===== config.mk =====
export PLATFORM = sky130hd
export DESIGN_NAME = wo_key_store
export DESIGN_NICKNAME = d
export VERILOG_FILES = /design/src/rtl/wo_key_store.sv
export SDC_FILE = /design/constraint.sdc
export NUM_CORES = 2
export LEC_CHECK = 0
export BUFFER_PORTS_ARGS = -buffer_cell sky130_fd_sc_hd__buf_2
export CORE_MARGIN = 2
export CORE_UTILIZATION = 40
export CTS_CLUSTER_DIAMETER = 200
export DETAILED_ROUTE_END_ITERATION = 16
export GPL_ROUTABILITY_DRIVEN = 0
export PLACE_DENSITY_LB_ADDON = 0.1
export SYNTH_ARGS = -nofsm -noshare
export SYNTH_HDL_FRONTEND = slang
export SYNTH_SLANG_ARGS = --single-unit

===== constraint.sdc =====
create_clock -name clk -period 2.1 [get_ports clk]
set_clock_uncertainty 0.05 [all_clocks]
set_input_delay 0.21 -clock clk [delete_from_list [all_inputs] [get_ports clk]]
set_output_delay 0.21 -clock clk [all_outputs]
set_load 0.05 [all_outputs]

===== src/rtl/wo_key_store.sv =====
`timescale 1ns/1ps
module wo_key_store #(
  parameter int KEY_W  = 128,
  parameter int WORD_W = 32,
  parameter int ADDR_W = 5
) (
  input  logic              clk,
  input  logic              rst_n,
  input  logic              soft_rst,
  input  logic              host_we,
  input  logic              host_re,
  input  logic [ADDR_W-1:0] host_addr,
  input  logic [WORD_W-1:0] host_wdata,
  output logic [WORD_W-1:0] host_rdata,
  input  logic              fuse_en_in,
  input  logic [KEY_W-1:0]  fuse_key,
  input  logic [KEY_W-1:0]  fuse_uniq_key,
  input  logic              eng_req,
  input  logic [2:0]        eng_sel,
  input  logic [KEY_W-1:0]  payload_key,
  output logic [KEY_W-1:0]  key_out,
  output logic              key_err,
  output logic              key_vld
);
  localparam int NSLOT = 4;
  localparam int WORDS = KEY_W / WORD_W;
  localparam int BYTES = WORD_W / 8;
  localparam int SB    = $clog2(NSLOT);
  localparam int WB    = $clog2(WORDS);
  localparam logic [ADDR_W-1:0] CFG_ADDR = ADDR_W'(NSLOT * WORDS);

  logic [NSLOT-1:0][KEY_W-1:0] slot_q;
  logic [NSLOT-1:0][WORDS-1:0] wmask_q;
  logic byte_sw_q, word_sw_q, fuse_en_q;
  logic [KEY_W-1:0] raw_key, bstage, fin_key;
  logic raw_ok;

  wire clr = !rst_n || soft_rst;
  wire [SB-1:0] w_slot = host_addr[WB +: SB];
  wire [WB-1:0] w_word = host_addr[WB-1:0];
  wire key_loc = host_addr < CFG_ADDR;

  always_ff @(posedge clk) begin
    if (clr) begin
      slot_q    <= '0;
      wmask_q   <= '0;
      byte_sw_q <= 1'b0;
      word_sw_q <= 1'b0;
      fuse_en_q <= fuse_en_in;
    end else if (host_we) begin
      if (key_loc) begin
        slot_q[w_slot][w_word*WORD_W +: WORD_W] <= host_wdata;
        wmask_q[w_slot][w_word] <= 1'b1;
      end else if (host_addr == CFG_ADDR) begin
        byte_sw_q <= host_wdata[0];
        word_sw_q <= host_wdata[1];
      end
    end
  end

  always_ff @(posedge clk) begin
    if (clr)
      host_rdata <= '0;
    else if (host_re)
      host_rdata <= (host_addr == CFG_ADDR) ? {{(WORD_W-2){1'b0}}, word_sw_q, byte_sw_q} : '0;
  end

  always_comb begin
    raw_key = '0;
    raw_ok  = 1'b0;
    case (eng_sel)
      3'd0, 3'd1, 3'd2, 3'd3: begin
        raw_key = slot_q[eng_sel[SB-1:0]];
        raw_ok  = &wmask_q[eng_sel[SB-1:0]];
      end
      3'd4: begin raw_key = fuse_key;      raw_ok = fuse_en_q; end
      3'd5: begin raw_key = fuse_uniq_key; raw_ok = fuse_en_q; end
      3'd6: begin raw_key = payload_key;   raw_ok = 1'b1;      end
      default: ;
    endcase
  end

  for (genvar w = 0; w < WORDS; w++) begin : g_word
    for (genvar b = 0; b < BYTES; b++) begin : g_byte
      assign bstage[w*WORD_W + b*8 +: 8] = byte_sw_q ?
        raw_key[w*WORD_W + (BYTES-1-b)*8 +: 8] : raw_key[w*WORD_W + b*8 +: 8];
    end
    assign fin_key[w*WORD_W +: WORD_W] = word_sw_q ?
      bstage[(WORDS-1-w)*WORD_W +: WORD_W] : bstage[w*WORD_W +: WORD_W];
  end

  always_ff @(posedge clk) begin
    if (!rst_n) begin
      key_out <= '0;
      key_err <= 1'b0;
      key_vld <= 1'b0;
    end else begin
      key_vld <= eng_req;
      if (eng_req) begin
        key_out <= raw_ok ? fin_key : '0;
        key_err <= !raw_ok;
      end
    end
  end
endmodule


==> results.py <==
metrics = {
    "final_layout": {
        "syn_to_final_growth_pct": 26.42,
        "nNetsFinal": 5201,
        "layout_commonest_cell": "nand2_1",
        "post-route-cell-area_um2": 41560,
        "final_core_util": 0.5087,
        "multi_input_area_um2": 17900,
        "drive_gt1_frac": 0.2378,
        "final_cell_mix": "nand2_1, dfxtp_1, buf_2",
        "num-fill-cells": 8114,
        "seq_area_um2": 13290,
    },
    "power": {
        "peakVddDrop_v": 0.0005946,
        "p_leak_nw": 16.25,
        "powerDensity_nw_per_um2": 736.0,
    },
    "die": {
        "die_width_um": 290.7,
        "start_util": 0.4024,
        "core.rowCount": 105,
        "io_pins": 593,
        "die_area_um2": 84510,
        "core_area_um2": 81720,
        "dieHeight_um": 290.7,
    },
    "global_route": {
        "grt_pass1_vias": 30380,
        "grt_overflow": 0,
        "met1_usage": 0.3972,
        "antenna_found_initial": 8,
        "busiest_layer": "met2",
        "grt_max_degree": 105,
        "grt_pass1_wl_um": 199000,
        "grt_use_met3": 0.05789,
        "gr-usage-all-layers": 0.3106,
        "use_met2": 0.5166,
    },
    "clock_network": {
        "clkTransAtPathRegs_ns": 0.06,
        "clock_path_buffers": 3,
        "clock_latency_ns": 0.63,
        "cts_buffers": 75,
        "cts_tree": "built",
        "cts-root-buf": "clkbuf_16",
        "htree_num_levels": 3,
        "clock-sinks": 663,
    },
    "sta": {
        "fin_crit_ns": 2.031,
        "tightest_slew_ns": 0.6416,
        "final_max_slew_viol_count": 0,
        "setup_viol": 0,
        "max_slew_margin": 0.5703,
        "whs_ns": 0.03297,
        "clock.fmax_ghz": 0.4924,
        "finalHoldViolations": 0,
        "post-route-period-util": 0.9671,
        "setup_ws_ns": 0.06904,
        "rsz0062_at_grt": "false",
    },
    "synth": {
        "ys_ff_latch": 663,
        "yosysUniqueCellTypes": 37,
        "synth.cell_area_um2": 32880,
        "ys.flop_type": "dfxtp_1",
        "ys_warn_count": 0,
        "seq_area_frac_synth": 0.4040,
        "avgSynthCellArea_um2": 7.938,
        "synth-edff-count": 1,
        "synth_top_cells_by_area": "dfxtp_1, mux2i_1, nand2_1, a21oi_1, nor2_1",
        "async_reset_ff_frac": 0,
        "synth_top_area_frac": 0.4031,
        "synth_cells": 4142,
        "netlist.top_cell.by_area": "dfxtp_1",
    },
    "setup_path": {
        "crit_chain": "and4_1 -> and3_1 -> or4_4 -> nand3b_4 -> buf_12 -> buf_12 -> o221ai_1",
        "cpPeakStageDelay_ns": 0.54,
        "critPathRequiredTime_ns": 2.53,
        "timing_worst_setup_path_type": "reg2reg",
        "end_kind": "flip-flop",
        "r2r_slack_ns": 0.07,
        "cp_top_family": "simple AND/OR/NAND/NOR gates",
        "timing.rr.end": "key_out[93]",
        "crit_start": "wmask_q[14]",
        "worst-endpoint-arrival_ns": 2.46,
        "reg2reg_depth": 7,
        "r2r_start": "wmask_q[14]",
        "start_kind": "flip-flop",
        "cp_common_cell": "buf_12",
        "worstPathMaxFanout": 31,
        "slowest_stage": "or4_4",
        "path_buf_inv": 2,
    },
    "route": {
        "ant_nets": 0,
        "vias": 32120,
        "routed_via_density": 5.452,
        "wl_per_cell_um": 23.27,
        "drt-total-wl_um": 137100,
        "drc": 0,
        "dr.pass1.iters": 5,
        "drt-initial-drc-count": 2458,
    },
    "hold_path": {
        "hold_path_depth": 5,
        "hp-class": "in2reg",
        "hp-start": "host_wdata[8]",
        "min_to": "slot_q[8]",
    },
    "placed_design": {
        "place_area_um2": 38710,
        "io_buffers": 562,
        "place_ws_ns": -0.1846,
        "dpl.hpwl_um": 97120,
    },
    "status": {
        "outcome": "finished clean",
    },
    "flow_run": {
        "max_cap_viol_count": 0,
    },
}
## worst reg2reg max path, stage by stage (launching register included)
cell	delay, ns
dfxtp_1	0.31
and4_1	0.18
and3_1	0.17
or4_4	0.54
nand3b_4	0.14
buf_12	0.14
buf_12	0.19
o221ai_1	0.17
## how the worst max path moves through the flow
stage              endpoint  cells past startpoint
2_1_floorplan   key_out[12]                      7
3_3_place_gp     key_out[4]                      9
3_5_place_dp     key_out[4]                      9
4_1_cts        key_out[106]                      6
5_1_grt         key_out[28]                      7
6_report        key_out[93]                      7
## cells in the mapped netlist (2+ instances only)
| cell | n |
|---|---|
| o221ai_1 | 128 |
| nor3b_1 | 3 |
| ha_1 | 8 |
| buf_6 | 12 |
| or2_2 | 128 |
| buf_1 | 24 |
| nor2b_1 | 5 |
| nand2b_1 | 34 |
| nor4bb_1 | 2 |
| clkbuf_1 | 236 |
| and4_1 | 2 |
| a22o_1 | 128 |
| inv_1 | 3 |
| nor2_1 | 375 |
| nand4_1 | 2 |
| a31oi_1 | 128 |
| buf_2 | 36 |
| nand2_1 | 1074 |
| dfxtp_1 | 662 |
| buf_4 | 79 |
| mux2i_1 | 515 |
| a21oi_1 | 530 |
| and2_1 | 14 |
## state kept, by name, summed over array words and instances (netlist names)
| signal | count |
|---|---|
| slot_q | 512 |
| key_out | 128 |
| wmask_q | 16 |
| host_rdata | 2 |
| byte_sw_q | 1 |
| fuse_en_q | 1 |
| key_err | 1 |
| key_vld | 1 |
| word_sw_q | 1 |
## layout make-up
| class | count | area share |
|---|---|---|
| multi-input cells | 3117 | 0.4306 |
| well taps | 1070 | 0.03221 |
| flip-flops and latches | 663 | 0.3197 |
| clock inverters | 23 | 0.006833 |
| repair buffers | 902 | 0.1570 |
| inverters | 3 | 0.0002709 |
| clock buffers | 112 | 0.05337 |
| diodes | 2 | 0.0001204 |
## stage by stage
step,power [mW],std cells,setup TNS (ns)
finish,30.59,5892,0
global route,31.46,5890,0
CTS,30.76,5883,0
detailed placement,17.32,5730,-5.165
global placement,17.33,5730,-4.110
floorplan,15.16,4171,0
## cells by family after synthesis
group | count (synthesis) | share of synthesized area
simple gates | 1648 | 0.2045
compound gates | 916 | 0.1736
buf+inv | 391 | 0.05788
flops | 663 | 0.4040
mux | 515 | 0.1568
fa+ha+maj | 8 | 0.003044
other cells | 1 | 0.0001141
## routing by layer
| metal | part of all wire | vias to the layer above |
|---|---|---|
| li1 | - | 15400 |
| met1 | 0.42 | 15270 |
| met2 | 0.46 | 1227 |
| met3 | 0.068 | 215 |
| met4 | 0.043 | 8 |
| met5 | 0.00047 | - |
## what timing repair did
action,CTS,global route
resized for setup,0,3
setup buffers,0,4
endpoints found under the hold margin,33,0
hold buffers,18,0
setup endpoints to repair,0,120
## report_power, final
part / leakage (nW) / internal, mW / switching (mW)
combinational: 9.69 / 1.66 / 2.75
sequential: 5.35 / 12.7 / 0.0549
clock: 1.22 / 7.94 / 5.54
Power figures use the tool's default switching activity.
